$ cat src/rtl/tcc_pkg.sv
package tcc_pkg;
  localparam int BYTE_W = 8;
  localparam int CH_W   = 2 * BYTE_W;

  // True when byte offset a falls inside the channel window
  function automatic logic in_window(input int unsigned a, input int unsigned base,
                                     input int unsigned slots);
    return (a >= base) && (a < base + 2 * slots);
  endfunction

  // Channel slot addressed by byte offset a
  function automatic int unsigned slot_of(input int unsigned a, input int unsigned base);
    return (a - base) >> 1;
  endfunction

  // Even offsets carry the high byte
  function automatic logic is_high(input int unsigned a);
    return (a % 2) == 0;
  endfunction
endpackage

$ cat src/rtl/tcc_chan.sv
module tcc_chan
  import tcc_pkg::*;
(
  input  logic            clk,
  input  logic            rst_n,
  input  logic            mode_i,
  input  logic            cap_stb_i,
  input  logic [CH_W-1:0] cnt_i,
  input  logic            wr_stb_i,
  input  logic [CH_W-1:0] wr_val_i,
  output logic [CH_W-1:0] val_o,
  output logic            match_o,
  output logic            cap_fire_o,
  output logic            wr_fire_o
);
  // Capture wins over a software write on the same edge
  assign cap_fire_o = cap_stb_i & ~mode_i;
  assign wr_fire_o  = wr_stb_i & mode_i & ~cap_fire_o;

  always_ff @(posedge clk or negedge rst_n) begin
    if (!rst_n) begin
      val_o   <= '0;
      match_o <= 1'b0;
    end else begin
      if (cap_fire_o)
        val_o <= cnt_i;
      else if (wr_fire_o)
        val_o <= wr_val_i;
      match_o <= mode_i && (cnt_i == val_o);
    end
  end
endmodule

$ cat src/rtl/tcc_regif.sv
module tcc_regif
  import tcc_pkg::*;
#(
  parameter int NUM_CH    = 6,
  parameter int NUM_SLOTS = 8,
  parameter int AW        = 8,
  parameter int BASE      = 16,
  parameter int MODE_ADDR = 0
) (
  input  logic                   clk,
  input  logic                   rst_n,
  input  logic                   wr_en,
  input  logic                   rd_en,
  input  logic [AW-1:0]          addr_i,
  input  logic [BYTE_W-1:0]      wdata_i,
  input  logic [NUM_CH*CH_W-1:0] chan_flat_i,
  output logic [BYTE_W-1:0]      rdata_o,
  output logic [NUM_CH-1:0]      mode_o,
  output logic [NUM_CH-1:0]      commit_o,
  output logic [CH_W-1:0]        commit_val_o
);
  localparam logic [AW-1:0] MODE_A = AW'(MODE_ADDR);

  int unsigned       a_u;
  int unsigned       slot_n;
  logic              is_ch;
  logic              hi;
  logic [CH_W-1:0]   sel_val;
  logic [BYTE_W-1:0] rbuf_lo;
  logic [BYTE_W-1:0] wbuf_hi;
  logic [NUM_CH-1:0] mode_q;

  assign a_u    = 32'(addr_i);
  assign slot_n = slot_of(a_u, BASE);
  assign is_ch  = in_window(a_u, BASE, NUM_SLOTS) && (slot_n < NUM_CH);
  assign hi     = is_high(a_u);

  always_comb begin
    sel_val = '0;
    for (int i = 0; i < NUM_CH; i++)
      if (slot_n == 32'(i)) sel_val = chan_flat_i[i*CH_W +: CH_W];
  end

  always_comb begin
    for (int i = 0; i < NUM_CH; i++)
      commit_o[i] = wr_en && is_ch && !hi && (slot_n == 32'(i));
  end
  assign commit_val_o = {wbuf_hi, wdata_i};
  assign mode_o       = mode_q;

  always_ff @(posedge clk or negedge rst_n) begin
    if (!rst_n) begin
      rbuf_lo <= '0;
      wbuf_hi <= '0;
      mode_q  <= '0;
    end else begin
      if (rd_en && is_ch && hi) rbuf_lo <= sel_val[BYTE_W-1:0];
      if (wr_en && is_ch && hi) wbuf_hi <= wdata_i;
      if (wr_en && addr_i == MODE_A) mode_q <= wdata_i[NUM_CH-1:0];
    end
  end

  always_comb begin
    rdata_o = '0;
    if (rd_en) begin
      if (addr_i == MODE_A)
        rdata_o = BYTE_W'(mode_q);
      else if (is_ch)
        rdata_o = hi ? sel_val[CH_W-1:BYTE_W] : rbuf_lo;
    end
  end
endmodule

$ cat src/rtl/tcc_bank.sv
module tcc_bank
  import tcc_pkg::*;
#(
  parameter int NUM_CH    = 6,
  parameter int NUM_SLOTS = 8,
  parameter int AW        = 8,
  parameter int BASE      = 16,
  parameter int MODE_ADDR = 0
) (
  input  logic              clk,
  input  logic              rst_n,
  input  logic [CH_W-1:0]   cnt_i,
  input  logic [NUM_CH-1:0] edge_i,
  input  logic              wr_en,
  input  logic              rd_en,
  input  logic [AW-1:0]     addr_i,
  input  logic [BYTE_W-1:0] wdata_i,
  output logic [BYTE_W-1:0] rdata_o,
  output logic [NUM_CH-1:0] match_o
);
  logic [NUM_CH-1:0]      mode_w;
  logic [NUM_CH-1:0]      commit_w;
  logic [CH_W-1:0]        commit_val;
  logic [NUM_CH*CH_W-1:0] chan_flat;
  logic [NUM_CH-1:0]      cap_fire;
  logic [NUM_CH-1:0]      wr_fire;

  tcc_regif #(
    .NUM_CH(NUM_CH), .NUM_SLOTS(NUM_SLOTS), .AW(AW), .BASE(BASE), .MODE_ADDR(MODE_ADDR)
  ) u_regif (
    .clk(clk), .rst_n(rst_n), .wr_en(wr_en), .rd_en(rd_en), .addr_i(addr_i),
    .wdata_i(wdata_i), .chan_flat_i(chan_flat), .rdata_o(rdata_o), .mode_o(mode_w),
    .commit_o(commit_w), .commit_val_o(commit_val)
  );

  for (genvar g = 0; g < NUM_CH; g++) begin : g_ch
    tcc_chan u_chan (
      .clk(clk), .rst_n(rst_n), .mode_i(mode_w[g]), .cap_stb_i(edge_i[g]),
      .cnt_i(cnt_i), .wr_stb_i(commit_w[g]), .wr_val_i(commit_val),
      .val_o(chan_flat[g*CH_W +: CH_W]), .match_o(match_o[g]),
      .cap_fire_o(cap_fire[g]), .wr_fire_o(wr_fire[g])
    );
  end
endmodule

$ cat config.mk
export PLATFORM = sky130hd
export DESIGN_NAME = tcc_bank
export DESIGN_NICKNAME = d
export VERILOG_FILES = /design/src/rtl/tcc_pkg.sv /design/src/rtl/tcc_chan.sv /design/src/rtl/tcc_regif.sv /design/src/rtl/tcc_bank.sv
export SDC_FILE = /design/constraint.sdc
export NUM_CORES = 1
export LEC_CHECK = 0
export BUFFER_PORTS_ARGS = -buffer_cell sky130_fd_sc_hd__buf_2
export CORE_MARGIN = 2
export CORE_UTILIZATION = 45
export CTS_CLUSTER_DIAMETER = 80
export CTS_CLUSTER_SIZE = 25
export DETAILED_ROUTE_END_ITERATION = 8
export PLACE_DENSITY = 0.61
export SYNTH_ARGS = -nofsm -noshare
export SYNTH_HDL_FRONTEND = slang
export SYNTH_SLANG_ARGS = --single-unit
export TNS_END_PERCENT = 5
$ cat constraint.sdc
create_clock -name clk -period 3.1 [get_ports clk]
set_clock_uncertainty 0.2 [all_clocks]
set_input_delay 0.31 -clock clk [delete_from_list [all_inputs] [get_ports clk]]
set_output_delay 0.31 -clock clk [all_outputs]
set_load 0.005 [all_outputs]
==> flow_summary_export.csv, run 1 <==
group,metric,value,unit
clocking,clockBufferDepth,2,
layout,fill_cells,1593,
layout,nNetsFinal,1001,
place,place.gp.congestion,0.925,
worst_setup_path,slowest_delay,0.75,ns
drt,wl_per_cell,24.3,um
drt,avgViaCountPerCell,6.15,
clocking,clkTransAtPathRegs,0.06,ns
place,place.port_buffers,55,
sta,grt_setup_unrepaired,"false",
place,place_ws,0.272,ns
logic_synthesis,synth-seq-cells,124,
sta,worst_slew_pin_slew,1.03,ns
worst_setup_path,critPathArrivalTime,2.42,ns
worst_setup_path,crit_family,"simple AND/OR/NAND/NOR gates",
floorplan,die_width,136,um
logic_synthesis,ys_seq_area_frac,0.394,
worst_setup_path,cp_slowest_cell,"nor2b_1",
worst_setup_path,crit_top_cell,"buf_2",
logic_synthesis,synth.area.top_cells,"dfrtp_1, nand2_1, xnor2_1",
drt,drc,0,
sta,fin_ws,0.169,ns
logic_synthesis,async_reset_ff_frac,1.00,
clocking,root_buffer,"clkbuf_16",
global_routing,globalRouteOverflowTotal,0,
worst_setup_path,critPathLaunchType,"input pin",
power_and_ir_drop,power-per-cell-area,555,nW/um^2
drt,first_pass_iters,6,
sta,max_slew_margin,0.314,
floorplan,die_area,18600,sq um
logic_synthesis,synth.distinct_cells,57,
logic_synthesis,avgSynthCellArea,8.46,sq um
floorplan,io_pins,56,
logic_synthesis,synth_fp_nets,978,
drt,postRouteAntennaNets,0,
worst_setup_path,worst_ep_required_time,2.59,ns
floorplan,rows,48,
clocking,numCtsBuffers,17,
layout,drive_above_1_share,0.139,
drt,routed_wl,29000,um
worst_setup_path,critical_path.endpoint_type,"primary output",
logic_synthesis,yosysMostFrequentCell,"nand2_1",
global_routing,grt_pass1_vias,6994,
worst_setup_path,path_cells,"buf_2 -> inv_1 -> ha_1 -> nor3b_1 -> nor2b_1 -> a211o_1 -> o2111ai_1 -> a21oi_1 -> buf_2",
global_routing,antenna_found_initial,0,
logic_synthesis,ys_top_cells_by_count,"nand2_1, dfrtp_1, nor2_1",
logic_synthesis,netlist.top_cell.by_area,"dfrtp_1",
drt,routed-via-count,7335,
sta,fin_tns_setup,0,ns
place,dp_hpwl,20000,um
logic_synthesis,yosys_warnings,0,
sta,setup_viol,0,
sta,fin_crit_sh,0.945,
sta,drv_slew,0,
floorplan,die_h,136,um
power_and_ir_drop,ir_worst_vdd,0.394,mV
logic_synthesis,ys.flop_type,"dfrtp_1",
global_routing,grt_pass1_wl,43900,um
clocking,cts_sinks,124,
logic_synthesis,syn_area,7880,sq um
worst_setup_path,cp.buffers_inverters,3,
logic_synthesis,synth_top_area_share,0.394,
sta,period_minus_slack,2.93,ns
power_and_ir_drop,p_leak,3.95,nW
sta,finalHoldViolations,0,
logic_synthesis,synth-edff-count,0,
clocking,clock_latency,0.43,ns
sta,max_freq,0.341,GHz
layout,area_delta_synth_final,14.6,%
min_path,hold_class,"in -> reg",
global_routing,grtUsageTotal,0.326,
job,maxCapViolCount,0,
run_status,status,"finished, final reports clean",
logic_synthesis,postSynthCellCount,932,
global_routing,grt_start_max_net_pins,58,
worst_setup_path,path_class,"in -> out",
clocking,cts_tree,"yes",
layout,antenna_cells,0,
layout,fin_util,0.524,
worst_setup_path,cp_max_fo,11,
floorplan,initial_core_util,0.457,
floorplan,core_area,17200,sq um
drt,drtIter0Drc,788,
clocking,ctsHtreeMaxLevel,4,
worst reg2reg max path, delay by kind of cell (launching register included):
kind,cells,cell delay (ns)
mux,1,0.36
simple gates,2,0.89
compound gates,1,0.11
flops,1,0.49
cells in the final DEF, fill, tap and decap left out, types with 10 or more instances in the layout:
| cell type | Yosys | final |
|---|---|---|
| clkbuf_16 | 0 | 17 |
| inv_1 | 13 | 13 |
| nor3_1 | 18 | 18 |
| a21oi_1 | 34 | 34 |
| xor2_1 | 36 | 36 |
| buf_4 | 6 | 24 |
| mux2_2 | 14 | 14 |
| buf_2 | 12 | 54 |
| o21ai_0 | 11 | 11 |
| nand4_1 | 20 | 20 |
| nand2_1 | 183 | 183 |
| nor4_1 | 13 | 13 |
| o21ai_1 | 16 | 16 |
| nor2_1 | 90 | 90 |
| xnor2_1 | 60 | 60 |
| a31oi_1 | 67 | 67 |
| dfrtp_1 | 124 | 124 |
| a211oi_1 | 10 | 10 |
| mux2i_1 | 48 | 48 |
area by class of cell:
type                       instances  area [sq um]  area share
clock buffer                      21           480      0.0532
clock inverter                    11           211      0.0234
inverter                          14          52.6     0.00582
multi-input combinational        716          4390       0.486
sequential                       124          3100       0.344
tap                              225           282      0.0312
timing repair buffer              82           512      0.0567
worst paths after layout:
check                              startpoint                      end  slack [ns]  cells past startpoint
setup / recovery                    addr_i[4]               rdata_o[6]        0.17                      9
hold / removal                     wdata_i[7]  g_ch[5].u_chan.val_o[7]        0.04                      3
setup reg to reg            u_regif.mode_o[0]  g_ch[0].u_chan.val_o[0]        0.92                      4
hold reg to reg            u_regif.rbuf_lo[0]       u_regif.rbuf_lo[0]        0.28                      2
max in group asynchronous               rst_n        u_regif.mode_o[2]        1.71                      3
min in group asynchronous               rst_n   g_ch[2].u_chan.match_o        0.22                      2
power breakdown:
| group | total [W] | switching (W) | internal (W) |
|---|---|---|---|
| logic | 0.000732 | 0.000451 | 0.000281 |
| clock network | 0.00236 | 0.000766 | 0.00159 |
| registers | 0.00192 | 0.000182 | 0.00174 |
| total | 0.00501 | 0.00140 | 0.00361 |
state kept, by name, indices dropped and copies added, names as in the netlist:
register             cells
g_ch.u_chan.match_o      6
g_ch.u_chan.val_o       96
u_regif.mode_o           6
u_regif.rbuf_lo          8
u_regif.wbuf_hi          8
per-stage QoR:
stage	std cells	total power [W]	area, sq um	hold slack [ns]
after floorplan	932	0.00234	7880	-0.186
after global placement	1160	0.00265	8330	0.117
after detailed placement	1160	0.00266	8330	0.122
after CTS	1193	0.00500	9030	0.0261
after global routing	1193	0.00517	9030	0.0487
final	1193	0.00501	9030	0.0449
metal layers:
metal / share of wire / GRT usage / routed length, um / vias up
met4: 0.045 / 0.144 / 1290 / 0
met2: 0.43 / 0.475 / 12300 / 448
li1: - / - / - / 3299
met1: 0.42 / 0.451 / 12200 / 3512
met3: 0.11 / 0.0917 / 3100 / 76
met5: 0 / 0 / 0 / -
cells by family after synthesis:
family          after synthesis  share of synthesized area
simple gates                371                      0.213
compound gates              182                      0.147
flops                       124                      0.394
xor+xnor                     97                      0.109
buf+inv                      92                     0.0495
mux                          62                     0.0810
fa+ha+maj                     4                    0.00635
repair_timing:
action	CTS	global route
buffers inserted	0	0
hold endpoints to repair	53	0
hold buffers	1	0
resized for setup	0	0
Power figures use the tool's default switching activity.
==> run 2: changes to the inputs <==
Settings changed: HOLD_SLACK_MARGIN from default to 0.08.
==> run 2 against run 1 <==
Compared with the run above:
- global-route usage is essentially flat
- critical path type unchanged
- setup slack worse by 0.0057 ns
- non-clock buffer count grew 7
- sequential share of layout area decreased by 0.26 points
- register-to-register slack better by 0.03 ns
- combinational power rose by 0.7%
- final cell count rose by 0.59%
- die area stayed put
- final area is 0.78% higher
==> flow_summary_export.csv, run 2 (same netlist as run 1, synthesis figures left out) <==
group,metric,value,unit
run_status,status,"finished, final reports clean",
drt,wl_per_cell,24.1,um
worst_setup_path,critPathArrivalTime,2.43,ns
floorplan,die_h,136,um
min_path,hold_class,"in -> reg",
worst_setup_path,cp_slowest_cell,"nor2b_1",
clocking,clock_latency,0.43,ns
place,place.gp.congestion,0.925,
drt,drc,0,
floorplan,initial_core_util,0.457,
global_routing,globalRouteOverflowTotal,0,
drt,first_pass_iters,5,
floorplan,rows,48,
clocking,clockBufferDepth,2,
global_routing,antenna_found_initial,0,
clocking,ctsHtreeMaxLevel,4,
sta,worst_slew_pin_slew,1.02,ns
worst_setup_path,path_cells,"buf_2 -> inv_1 -> ha_1 -> nor3b_1 -> nor2b_1 -> a211o_1 -> o2111ai_1 -> a21oi_1 -> buf_2",
floorplan,io_pins,56,
sta,fin_tns_setup,0,ns
worst_setup_path,critPathLaunchType,"input pin",
layout,largestRegisters,"g_ch.u_chan.val_o: 96 flops, u_regif.rbuf_lo: 8 flops, u_regif.wbuf_hi: 8 flops",
drt,drtIter0Drc,773,
global_routing,grt_pass1_vias,7012,
sta,grt_setup_unrepaired,"false",
sta,setup_viol,0,
worst_setup_path,cp.buffers_inverters,3,
layout,nNetsFinal,1008,
layout,largest_reg_flops,96,
layout,regMostFlops,"g_ch.u_chan.val_o",
layout,area_delta_synth_final,15.5,%
sta,finalHoldViolations,0,
sta,max_freq,0.341,GHz
drt,postRouteAntennaNets,0,
worst_setup_path,rr_endpoint,"g_ch[0].u_chan.val_o[0]",
worst_setup_path,path_class,"in -> out",
worst_setup_path,crit_family,"simple AND/OR/NAND/NOR gates",
global_routing,grt_start_max_net_pins,58,
worst_setup_path,rr_worst_depth,4,
worst_setup_path,crit_top_cell,"buf_2",
place,place.port_buffers,55,
clocking,cts_tree,"yes",
sta,period_minus_slack,2.94,ns
worst_setup_path,regToRegSetupSlack,0.95,ns
power_and_ir_drop,power-per-cell-area,552,nW/um^2
sta,fin_crit_sh,0.947,
power_and_ir_drop,finalPower,0.00502,W
place,dp_hpwl,20000,um
min_path,whs_path_depth,3,
layout,most-common-layout-cells,"nand2_1, dfrtp_1, nor2_1, a31oi_1, xnor2_1",
global_routing,grt_pass1_wl,44000,um
worst_setup_path,cp_max_fo,11,
min_path,min-delay-start,"cnt_i[9]",
min_path,hold_end,"g_ch[1].u_chan.val_o[9]",
global_routing,grtUsageTotal,0.326,
floorplan,die_area,18600,sq um
clocking,clkTransAtPathRegs,0.05,ns
power_and_ir_drop,p_leak,3.98,nW
sta,max_slew_margin,0.319,
floorplan,die_width,136,um
clocking,cts_sinks,124,
job,maxCapViolCount,0,
layout,finalInstanceArea,9100,sq um
clocking,numCtsBuffers,17,
sta,drv_slew,0,
layout,layout_commonest_cell,"nand2_1",
layout,drive_above_1_share,0.138,
drt,avgViaCountPerCell,6.12,
clocking,ctsResizeCount,0,
worst_setup_path,reg2reg_from,"u_regif.mode_o[0]",
power_and_ir_drop,ir_worst_vdd,0.393,mV
layout,antenna_cells,0,
worst_setup_path,critical_path.endpoint_type,"primary output",
worst_setup_path,slowest_delay,0.75,ns
place,dpl-instance-area,8330,sq um
drt,routed_wl,28900,um
layout,layout.cells.non_filler,1200,
drt,routed-via-count,7349,
clocking,root_buffer,"clkbuf_16",
place,dp_cells,1160,
worst_setup_path,worst_ep_required_time,2.59,ns
floorplan,core_area,17200,sq um
[run 2: layer usage]
metal  vias up  wire (um)  global-route usage
met5         -          0                   0
li1       3310          -                   -
met4         0       1180               0.144
met3        64       3000              0.0917
met1      3551      12300               0.450
met2       424      12500               0.477
[run 2: how the worst max path moves through the flow]
stage | startpoint | to | cells past startpoint
2_1_floorplan | addr_i[5] | g_ch[1].u_chan.val_o[10] | 8
6_report | addr_i[4] | rdata_o[6] | 9
3_5_place_dp | addr_i[4] | rdata_o[6] | 9
5_1_grt | addr_i[4] | rdata_o[6] | 9
4_1_cts | addr_i[4] | rdata_o[6] | 9
3_3_place_gp | addr_i[4] | rdata_o[6] | 9
[run 2: worst reg2reg max path: stages (launching register included)]
cell and delay, ns:
dfrtp_1 0.49, nor4b_1 0.33, nand3_2 0.56, mux2i_1 0.34, a21oi_1 0.10
[run 2: final cells by class]
cell class	count	area, sq um
well taps	225	282
inverters	14	52.6
fillers	1587	8130
flip-flops and latches	124	3100
clock buffers	21	480
repair buffers	89	582
clock inverters	11	211
multi-input cells	716	4390
[run 2: where the power goes]
part / internal [W] / total [W] / switching [W]
Clock: 0.00159 / 0.00236 / 0.000767
Sequential: 0.00174 / 0.00193 / 0.000182
Combinational: 0.000286 / 0.000737 / 0.000451
[run 2: stage by stage]
stage	setup slack (ns)	hold slack, ns	utilization
floorplan	0.677	-0.186	-
global placement	0.298	0.117	0.483
detailed placement	0.272	0.122	0.483
CTS	0.257	0.0802	0.528
global route	0.0440	0.0998	0.528
finish	0.163	0.0990	0.528
[run 2: repair_timing]
action,CTS,global route
hold buffers,8,0
hold endpoints to repair,78,0
setup buffers,0,0
